$ cat config.mk
export PLATFORM = sky130hd
export DESIGN_NAME = ep0_ctrl_reg
export DESIGN_NICKNAME = d
export VERILOG_FILES = /design/src/rtl/ep0_csr_pkg.sv /design/src/rtl/ep0_flag_bit.sv /design/src/rtl/ep0_csr_decode.sv /design/src/rtl/ep0_irq_pend.sv /design/src/rtl/ep0_ctrl_reg.sv
export SDC_FILE = /design/constraint.sdc
export NUM_CORES = 1
export LEC_CHECK = 0
export BUFFER_PORTS_ARGS = -buffer_cell sky130_fd_sc_hd__buf_2
export CORE_AREA = 2 2 39 41
export CTS_CLUSTER_SIZE = 16
export DETAILED_ROUTE_END_ITERATION = 12
export DIE_AREA = 0 0 41 43
export GPL_ROUTABILITY_DRIVEN = 1
export PLACE_DENSITY_LB_ADDON = 0.08
export SYNTH_ARGS = -nofsm -noshare
export SYNTH_HDL_FRONTEND = slang
export SYNTH_SLANG_ARGS = --single-unit
$ cat constraint.sdc
create_clock -name clk -period 0.85 [get_ports clk]
set_clock_uncertainty 0.1 [all_clocks]
set_input_delay 0.17 -clock clk [delete_from_list [all_inputs] [get_ports clk]]
set_output_delay 0.17 -clock clk [all_outputs]
set_load 0.01 [all_outputs]
$ cat src/rtl/ep0_csr_pkg.sv
package ep0_csr_pkg;
   // bit positions firmware depends on
   localparam int OUT_RDY_IDX = 0;
   localparam int IN_RDY_IDX  = 1;
   localparam int STALL_IDX   = 2;
   localparam int DEND_IDX    = 3;
   localparam int CLR_OUT_IDX = 6;
   localparam int NUM_FLAGS   = 4;

   typedef struct packed {
      logic out_stored;
      logic in_acked;
      logic stall;
      logic status_done;
   } ep0_evt_t;
endpackage

$ cat src/rtl/ep0_flag_bit.sv
module ep0_flag_bit #(
   parameter bit RST_VAL = 1'b0
) (
   input  logic clk,
   input  logic rst_n,
   input  logic hw_set,
   input  logic hw_clr,
   input  logic sw_set,
   input  logic sw_clr,
   output logic q
);
   // priority: hardware set, hardware clear, firmware set, firmware clear
   always_ff @(posedge clk or negedge rst_n) begin
      if (!rst_n)      q <= RST_VAL;
      else if (hw_set) q <= 1'b1;
      else if (hw_clr) q <= 1'b0;
      else if (sw_set) q <= 1'b1;
      else if (sw_clr) q <= 1'b0;
   end


   hw_set_wins_chk: assert property (@(posedge clk) disable iff (!rst_n)
      hw_set |=> q);

   hw_clr_wins_chk: assert property (@(posedge clk) disable iff (!rst_n)
      (hw_clr && !hw_set) |=> !q);
endmodule

$ cat src/rtl/ep0_csr_decode.sv
module ep0_csr_decode
   import ep0_csr_pkg::*;
#(
   parameter int REG_W = 8
) (
   input  logic                 we,
   input  logic [REG_W-1:0]     wdata,
   input  ep0_evt_t             evt,
   input  logic [NUM_FLAGS-1:0] cur,
   output logic [NUM_FLAGS-1:0] hw_set,
   output logic [NUM_FLAGS-1:0] hw_clr,
   output logic [NUM_FLAGS-1:0] sw_set,
   output logic [NUM_FLAGS-1:0] sw_clr,
   output logic                 irq_src
);
   logic unused_wbits;
   assign unused_wbits = ^wdata;

   always_comb begin
      hw_set = '0;
      hw_clr = '0;
      sw_set = '0;
      sw_clr = '0;
      // receive-ready: hardware sets, strobe clears
      hw_set[OUT_RDY_IDX] = evt.out_stored;
      sw_clr[OUT_RDY_IDX] = we & wdata[CLR_OUT_IDX];
      // transmit-ready: firmware sets, acknowledge clears a pending packet
      sw_set[IN_RDY_IDX]  = we & wdata[IN_RDY_IDX];
      hw_clr[IN_RDY_IDX]  = evt.in_acked & cur[IN_RDY_IDX];
      // stall: hardware sets, writing zero clears
      hw_set[STALL_IDX]   = evt.stall;
      sw_clr[STALL_IDX]   = we & ~wdata[STALL_IDX];
      // last packet: firmware sets, status stage clears
      sw_set[DEND_IDX]    = we & wdata[DEND_IDX];
      hw_clr[DEND_IDX]    = evt.status_done;
   end

   assign irq_src = hw_set[OUT_RDY_IDX] | hw_clr[IN_RDY_IDX] | hw_set[STALL_IDX];
endmodule

$ cat src/rtl/ep0_irq_pend.sv
module ep0_irq_pend #(
   parameter bit READ_ACK_WINS = 1'b0
) (
   input  logic clk,
   input  logic rst_n,
   input  logic set,
   input  logic ack,
   output logic pend
);
   generate
      if (READ_ACK_WINS) begin : g_ack_first
         always_ff @(posedge clk or negedge rst_n) begin
            if (!rst_n)   pend <= 1'b0;
            else if (ack) pend <= 1'b0;
            else if (set) pend <= 1'b1;
         end
      end else begin : g_set_first
         always_ff @(posedge clk or negedge rst_n) begin
            if (!rst_n)   pend <= 1'b0;
            else if (set) pend <= 1'b1;
            else if (ack) pend <= 1'b0;
         end

         irq_keep_on_read_chk: assert property (@(posedge clk) disable iff (!rst_n)
            set |=> pend);
      end
   endgenerate


   irq_ack_chk: assert property (@(posedge clk) disable iff (!rst_n)
      (ack && !set) |=> !pend);
endmodule

$ cat src/rtl/ep0_ctrl_reg.sv
module ep0_ctrl_reg
   import ep0_csr_pkg::*;
#(
   parameter int REG_W         = 8,
   parameter bit READ_ACK_WINS = 1'b0
) (
   input  logic             clk,
   input  logic             rst_n,
   input  logic             reg_we,
   input  logic [REG_W-1:0] reg_wdata,
   input  logic             reg_re,
   output logic [REG_W-1:0] reg_rdata,
   input  logic             evt_out_stored,
   input  logic             evt_in_acked,
   input  logic             evt_stall,
   input  logic             evt_status_done,
   output logic             out_pkt_rdy,
   output logic             in_pkt_rdy,
   output logic             irq
);
   localparam int MIN_W = CLR_OUT_IDX + 1;

   generate
      if (REG_W < MIN_W || REG_W > 32) begin : g_bad_width
         $error("ep0_ctrl_reg: REG_W must lie between %0d and 32", MIN_W);
      end
   endgenerate

   ep0_evt_t             evt;
   logic [NUM_FLAGS-1:0] flags;
   logic [NUM_FLAGS-1:0] hw_set, hw_clr, sw_set, sw_clr;
   logic                 irq_src;

   assign evt = '{out_stored: evt_out_stored, in_acked: evt_in_acked,
                  stall: evt_stall, status_done: evt_status_done};

   ep0_csr_decode #(.REG_W(REG_W)) u_dec (
      .we      (reg_we),
      .wdata   (reg_wdata),
      .evt     (evt),
      .cur     (flags),
      .hw_set  (hw_set),
      .hw_clr  (hw_clr),
      .sw_set  (sw_set),
      .sw_clr  (sw_clr),
      .irq_src (irq_src)
   );

   generate
      for (genvar i = 0; i < NUM_FLAGS; i++) begin : g_flag
         ep0_flag_bit #(.RST_VAL(1'b0)) u_bit (
            .clk    (clk),
            .rst_n  (rst_n),
            .hw_set (hw_set[i]),
            .hw_clr (hw_clr[i]),
            .sw_set (sw_set[i]),
            .sw_clr (sw_clr[i]),
            .q      (flags[i])
         );
      end
   endgenerate

   ep0_irq_pend #(.READ_ACK_WINS(READ_ACK_WINS)) u_irq (
      .clk   (clk),
      .rst_n (rst_n),
      .set   (irq_src),
      .ack   (reg_re),
      .pend  (irq)
   );

   // the strobe position and the upper bits stay zero
   always_comb begin
      reg_rdata = '0;
      reg_rdata[NUM_FLAGS-1:0] = flags;
   end

   assign out_pkt_rdy = flags[OUT_RDY_IDX];
   assign in_pkt_rdy  = flags[IN_RDY_IDX];


   out_set_chk: assert property (@(posedge clk) disable iff (!rst_n)
      evt_out_stored |=> (out_pkt_rdy && irq));

   out_wr_hold_chk: assert property (@(posedge clk) disable iff (!rst_n)
      (reg_we && !reg_wdata[CLR_OUT_IDX] && !evt_out_stored) |=>
      (out_pkt_rdy == $past(out_pkt_rdy)));

   clr_out_chk: assert property (@(posedge clk) disable iff (!rst_n)
      (reg_we && reg_wdata[CLR_OUT_IDX] && !evt_out_stored) |=> !out_pkt_rdy);

   in_set_chk: assert property (@(posedge clk) disable iff (!rst_n)
      (reg_we && reg_wdata[IN_RDY_IDX] && !evt_in_acked) |=> in_pkt_rdy);

   in_ack_chk: assert property (@(posedge clk) disable iff (!rst_n)
      (in_pkt_rdy && evt_in_acked) |=> (!in_pkt_rdy && irq));

   stall_set_chk: assert property (@(posedge clk) disable iff (!rst_n)
      evt_stall |=> (reg_rdata[STALL_IDX] && irq));

   stall_clr_chk: assert property (@(posedge clk) disable iff (!rst_n)
      (reg_we && !reg_wdata[STALL_IDX] && !evt_stall) |=> !reg_rdata[STALL_IDX]);

   dend_done_chk: assert property (@(posedge clk) disable iff (!rst_n)
      evt_status_done |=> !reg_rdata[DEND_IDX]);

   irq_hold_chk: assert property (@(posedge clk) disable iff (!rst_n)
      (irq && !reg_re) |=> irq);
endmodule

---- Word level (Yosys, flattened, before mapping) ----
Index checks and enable logic that the tools add are counted.
cells by class
  bitwise operators ....................... 8
  reduce and logical (&&, ||, !) cells .... 5
  muxes and demuxes ....................... 10
operators by type and width
  operator            count
  1-bit two-way mux   10
  2-bit nonzero test  5
  1-bit bitwise AND   5
  1-bit OR            2
  1-bit NOT           1
storage, ports and cells
  logic and storage cells ................. 28
  register bits after elaboration ......... 5
  input port bits ......................... 16

---- Logic depth before layout (Yosys ltp) ----
Gate-level depths: netlist of run 1.
  depth in word-level cells ............... 4
  mapped depth ............................ 2
  depth with buffers taken out ............ 2

---- Modules after synthesis ----
A second synthesis of run 1 with hierarchy kept.
second synthesis, totals
  cells, all modules ...................... 44
  area total of the unflattened synthesis .. 382.9 µm²
by module, submodules not included
  module          area each (µm²)  instances  cells an instance
  ep0_flag_bit    42.5             4          4
  ep0_csr_decode  127.6            1          18
  ep0_ctrl_reg    48.8             1          7
  ep0_irq_pend    36.3             1          3

---- Worst setup path before layout of run 1 ----
Ideal clock, no wire load.
  kind .................................... register to register
  from .................................... register g_flag[1].u_bit.q
  to ...................................... register u_irq.pend
  required time ........................... 0.621 ns
  library setup time ...................... 0.129 ns
  path buffers ............................ 0
  arrival time ............................ 0.695 ns
  cell stages (with the launch flop) ...... 3
  slack ................................... -0.074 ns
  cell sequence ........................... dfrtp_1 a211oi_1 o21ai_1
on the way
  word-level cells in the longest chain between the ends .. 4
RTL lines
  what                                                     line                  RTL
  start: declaration                                       ep0_flag_bit.sv:10    output logic q
  start signal: assignment                                 ep0_flag_bit.sv:14    if (!rst_n) q <= RST_VAL;
  start signal: assignment                                 ep0_flag_bit.sv:15    else if (hw_set) q <= 1'b1;
  start signal: assignment                                 ep0_flag_bit.sv:16    else if (hw_clr) q <= 1'b0;
  1-bit bitwise AND *                                      ep0_csr_decode.sv:29  hw_clr[IN_RDY_IDX] = evt.in_acked & cur[IN_RDY_IDX];
  1-bit OR * (2 in a row)                                  ep0_csr_decode.sv:38  assign irq_src = hw_set[OUT_RDY_IDX] | hw_clr[IN_RDY_IDX] | hw_set[STALL_IDX];
  1-bit two-way mux or 2-bit nonzero test (tied branches)  --
  end signal: assignment                                   ep0_irq_pend.sv:19    if (!rst_n) pend <= 1'b0;
  end signal: assignment                                   ep0_irq_pend.sv:20    else if (set) pend <= 1'b1;
  end signal: assignment                                   ep0_irq_pend.sv:21    else if (ack) pend <= 1'b0;
  end: declaration                                         ep0_irq_pend.sv:8     output logic pend
Every way passes the cells marked *; elsewhere a longest branch is shown, timed or not.
A chain may end at the register's enable or synchronous reset.

---- Worst setup path after layout of run 1 ----
  from .................................... register g_flag[0].u_bit.q
  to ...................................... output reg_rdata[0]
RTL lines
  what                      line                RTL
  start: declaration        ep0_flag_bit.sv:10
  start signal: assignment  ep0_flag_bit.sv:14
  start signal: assignment  ep0_flag_bit.sv:15
  start signal: assignment  ep0_flag_bit.sv:16
  end: declaration          ep0_ctrl_reg.sv:12  output logic [REG_W-1:0] reg_rdata,
No word-level cell between the ends.

==> results of run 1 <==
[kinds of logic after synthesis]
logic type             Yosys count
AOI/OAI and AO/OA                5
other                            1
and+or+nand+nor                  4
muxes                            1
DFF                              5
buffers and inverters            9
[worst register-to-register path, delay by kind of cell (launching register included)]
kind / cells / cell delay [ns]
buffers and inverters: 1 / 0.14
DFF: 1 / 0.37
AOI/OAI and AO/OA: 2 / 0.25
[metrics by stage]
stage	setup TNS [ns]	area, um^2
3_3_place_gp	-0.0840	314
2_1_floorplan	-0.0740	264
4_1_cts	-1.46	373
5_1_grt	-1.76	380
3_5_place_dp	-0.0568	314
6_report	-1.36	380
[synthesized netlist by cell type]
cell type / n / share of area
dfrtp_1: 5 / 0.50
inv_1: 1 / 0.015
nor2_1: 1 / 0.015
a211oi_1: 1 / 0.030
nand2b_1: 1 / 0.025
buf_4: 8 / 0.24
o21ai_1: 1 / 0.020
a21oi_1: 1 / 0.020
a21o_1: 2 / 0.059
nand2_1: 2 / 0.030
mux2i_1: 1 / 0.040
conb_1: 1 / 0.015
[timing repair]
item | CTS | global route
setup endpoints to repair | 8 | 10
endpoints found under the hold margin | 7 | 0
buffers inserted | 1 | 1
hold buffers | 2 | 0
resized for setup | 1 | 0
pin swaps | 0 | 1
[flip-flops by register name (all words and copies together) (netlist names)]
register	count
u_irq.pend	1
g_flag.u_bit.q	4
[routing by layer]
layer	GRT usage	share of wire
met3	0.0785	0.12
met5	0	0
met1	0.0684	0.38
met2	0.128	0.50
met4	0.0600	0
[layout make-up]
type                            instances  share of cell area
Multi-Input combinational cell         14               0.211
Timing Repair Buffer                   22               0.329
Inverter                                1             0.00987
Sequential cell                         5               0.329
Clock buffer                            4              0.0691
Tap cell                               16              0.0526
[where the power goes]
group | total, W | switching, W | internal, W
sequential | 0.000264 | 0.00000854 | 0.000255
clock | 0.000278 | 0.000101 | 0.000178
combinational | 0.000122 | 0.0000582 | 0.0000636
total | 0.000664 | 0.000167 | 0.000497
[worst max path at each step]
stage                     slack [ns]      endpoint               from  cells after the start
after floorplan                -0.07    u_irq.pend  g_flag[1].u_bit.q                      2
after global placement         -0.08    u_irq.pend  g_flag[1].u_bit.q                      2
after detailed placement       -0.06    u_irq.pend  g_flag[1].u_bit.q                      2
after CTS                      -0.20  reg_rdata[0]  g_flag[0].u_bit.q                      1
after global routing           -0.22           irq         u_irq.pend                      1
final                          -0.19  reg_rdata[0]  g_flag[0].u_bit.q                      1
==> flow_metrics.tcl, run 1 <==
set metrics [dict create \
    clock-sinks 5 \
    gr-usage-all-layers 0.0867 \
    critPathLaunchType "flop" \
    nFillCells 165 \
    die-width_um 41 \
    initial_core_util 0.183 \
    rsz0062_at_grt "true" \
    multi_input_area_um2 80.1 \
    drc 0 \
    holdCritStartpoint "reg_re" \
    ys_ff_latch 5 \
    reg2reg_depth 3 \
    syn_area_um2 253 \
    hold_end "u_irq.pend" \
    max_clock_freq_mhz 961 \
    fin_ws_ns -0.190 \
    netlist_instances 25 \
    grt.overflow.total 0 \
    yosysUniqueCellTypes 12 \
    ios 27 \
    power.leakage_nw 0.204 \
    mostFrequentLayoutCell "buf_2" \
    violations "negative setup slack" \
    synth-xor-area-share 0 \
    synth_adder_area_share 0 \
    die_area_um2 1760 \
    avgSynthCellArea_um2 10.1 \
    place_congestion 0.544 \
    dp.cells 54 \
    avgRoutedWirePerCell_um 9.13 \
    end_kind "primary output" \
    regArea_um2 125 \
    drt_wl_total_um 566 \
    timing.reg2reg.setup_slack_ns -0.13 \
    fin_crit_sh 1.22 \
    vias 225 \
    port_buffers 18 \
    path_max_fanout 3 \
    grt_max_degree 6 \
    root_buffer "clkbuf_4" \
    min_delay_path_depth 2 \
    firstDrtPassIters 2 \
    cts_buffers 3 \
    critPathRequiredTime_ns 0.58 \
    worst_ep_arrival_time_ns 0.77 \
    cts_max_path_buffers 2 \
    n_antenna_cell 0 \
    dp_slack_ns -0.0568 \
    rr_startpoint "g_flag[1].u_bit.q" \
    cts_tree "built" \
    clk_pin_slew_ns 0.04 \
    ys_warn_count 0 \
    via_per_inst 3.63 \
    path_cells "buf_2" \
    htree_levels 1 \
    row_count 14 \
    critPathMaxStageDelay_ns 0.38 \
    synthSimpleGateAreaFrac 0.0693 \
    synthMuxAreaShare 0.0396 \
    worst_path_max_delay_cell "dfrtp_1" \
    min_period_ns 1.04 \
    nets 63 \
    grt_pass1_wl_um 938 \
    critPathKind "reg2out" \
    area_growth_pct 50.5 \
    pwr_density_cell_nw_per_um2 1750 \
    drtAntennaViolNets 0 \
    fin_util 0.275 \
    hold_violations 0 \
    layout-drive-gt1-share 0.522 \
    clock_latency_ns 0.24 \
    yosysSeqAreaShare 0.495 \
    cap_violations 0 \
    synth_top_family_by_area "buffers and inverters" \
    final_cell_mix "buf_2 (18), dfrtp_1 (5), conb_1 (4)" \
    core_area_um2 1380 \
    holdWs_ns 0.00176 \
    fin_total_pwr_w 0.000664 \
    instances_no_fill 62 \
    run_status "finished, violations left" \
    place_hpwl_um 435 \
    timing.rr.end "u_irq.pend" \
    critPathTopFamily "flip-flops" \
    irDropWorstVdd_uv 567 \
    critPathBufInv 1 \
    grt_pass1_vias 250 \
    die_y_um 43 \
    drt_iter0_markers 4 \
    hold_path.class "in2reg" \
    synth_compound_area_frac 0.129 \
    setup_viol 8 \
    antenna_found_initial 0 \
    finalMaxSlewViolations 0 \
]
No activity file was read; power rests on OpenSTA's default activity.
==> run 2: changes to the inputs <==
--- a/config.mk
+++ b/config.mk
@@ -6,10 +6,10 @@
 export NUM_CORES = 1
 export LEC_CHECK = 0
 export BUFFER_PORTS_ARGS = -buffer_cell sky130_fd_sc_hd__buf_2
-export CORE_AREA = 2 2 39 41
+export CORE_AREA = 8 8 45 47
 export CTS_CLUSTER_SIZE = 16
 export DETAILED_ROUTE_END_ITERATION = 12
-export DIE_AREA = 0 0 41 43
+export DIE_AREA = 0 0 53 55
 export GPL_ROUTABILITY_DRIVEN = 1
 export PLACE_DENSITY_LB_ADDON = 0.08
 export SYNTH_ARGS = -nofsm -noshare
==> flow_metrics.tcl, run 2 (synthesis gave the netlist of run 1 again) <==
set metrics [dict create \
    path_cells "buf_2" \
    grt.overflow.total 0 \
    critPathRequiredTime_ns 0.58 \
    initial_core_util 0.183 \
    cap_violations 0 \
    die_area_um2 2920 \
    worst_ep_arrival_time_ns 0.77 \
    regMostFlops "g_flag.u_bit.q" \
    clock-sinks 5 \
    via_per_inst 3.57 \
    rsz0062_at_grt "true" \
    core_area_um2 1380 \
    gr-usage-all-layers 0.0460 \
    critPathMaxStageDelay_ns 0.39 \
    mostFrequentLayoutCell "buf_2" \
    largest_reg_flops 4 \
    grt_pass1_vias 239 \
    fin_ws_ns -0.191 \
    fin_crit_sh 1.23 \
    cts_tree "built" \
    layout-drive-gt1-share 0.532 \
    instances_no_fill 63 \
    critPathLaunchType "flop" \
    drt_wl_total_um 681 \
    timing.reg2reg.setup_slack_ns -0.13 \
    power.leakage_nw 0.209 \
    dp.cells 54 \
    path_max_fanout 3 \
    worst_path_max_delay_cell "dfrtp_1" \
    min_period_ns 1.04 \
    die-width_um 53 \
    critPathKind "reg2out" \
    root_buffer "clkbuf_4" \
    critPathBufInv 1 \
    avgRoutedWirePerCell_um 10.8 \
    run_status "finished, violations left" \
    pwr_density_cell_nw_per_um2 1720 \
    clk_pin_slew_ns 0.04 \
    irDropWorstVdd_uv 950 \
    clock_latency_ns 0.24 \
    place_congestion 0.556 \
    hold_violations 0 \
    hold_path.class "in2reg" \
    drtAntennaViolNets 0 \
    final_cell_mix "buf_2 (18), dfrtp_1 (5), conb_1 (4)" \
    port_buffers 18 \
    antenna_found_initial 0 \
    cts_buffers 3 \
    nets 64 \
    regArea_um2 125 \
    htree_levels 1 \
    nFillCells 166 \
    drt_iter0_markers 0 \
    end_kind "primary output" \
    row_count 14 \
    dp_slack_ns -0.0837 \
    grt_max_degree 6 \
    reg_top3 "g_flag.u_bit.q (4), u_irq.pend (1)" \
    drc 0 \
    finalMaxSlewViolations 0 \
    fin_util 0.280 \
    multi_input_area_um2 80.1 \
    n_antenna_cell 0 \
    ios 27 \
    critPathTopFamily "flip-flops" \
    vias 225 \
    cts_max_path_buffers 2 \
    firstDrtPassIters 1 \
    violations "negative setup slack" \
    holdWs_ns 0.000751 \
    area_growth_pct 53.5 \
    max_clock_freq_mhz 960 \
    setup_viol 9 \
    grt_pass1_wl_um 924 \
    die_y_um 55 \
]
-- run 2: cell types whose count changed in the layout (fill, tap and decap cells not counted), sizes merged --
cell | previous run | this run
buf | 20 | 21
-- run 2: per-layer routing --
metal	routed length, um	track usage	up-vias
met2	311	0.0742	15
met4	0	0.0129	0
met5	0	0	-
met1	252	0.0368	98
met3	117	0.0508	0
li1	-	-	112
-- run 2: area by class of cell --
class	instances	area share
flip-flops and latches	5	0.323
clock buffers	4	0.0677
inverters	1	0.00968
well taps	16	0.0516
repair buffers	23	0.342
multi-input cells	14	0.206
-- run 2: where the power goes --
| group | total [W] | internal [W] | switching, W |
|---|---|---|---|
| Combinational | 0.000130 | 0.0000691 | 0.0000610 |
| Clock | 0.000273 | 0.000177 | 0.0000956 |
| Sequential | 0.000264 | 0.000255 | 0.00000864 |
| Total | 0.000667 | 0.000502 | 0.000165 |
-- run 2: what timing repair did --
item                       4_1_cts  5_1_grt
setup buffers                    2        1
setup endpoints to repair        8        9
hold buffers                     2        0
resized for setup                1        0
hold endpoints to repair         7        0
-- run 2: per-stage QoR --
stage | TNS (ns) | power, W | instance area, um^2
2_1_floorplan | -0.0740 | 0.000343 | 264
3_3_place_gp | -0.0831 | 0.000371 | 314
3_5_place_dp | -0.0837 | 0.000372 | 314
4_1_cts | -1.58 | 0.000681 | 380
5_1_grt | -1.82 | 0.000715 | 388
6_report | -1.46 | 0.000667 | 388
-- run 2: worst reg2reg max path, delay by kind of cell (launching register included) --
family / cells / cell delay [ns]
AOI/OAI and AO/OA: 2 / 0.24
buffers and inverters: 1 / 0.14
DFF: 1 / 0.37
-- run 2: final timing paths --
path	start	endpoint	cells after the start
worst max register to register	g_flag[1].u_bit.q	u_irq.pend	3
worst min-delay path	reg_re	u_irq.pend	2
worst max-delay path	g_flag[0].u_bit.q	out_pkt_rdy	1
worst min register to register	g_flag[3].u_bit.q	g_flag[3].u_bit.q	2
min in group asynchronous	rst_n	u_irq.pend	2
max in group asynchronous	rst_n	g_flag[0].u_bit.q	2
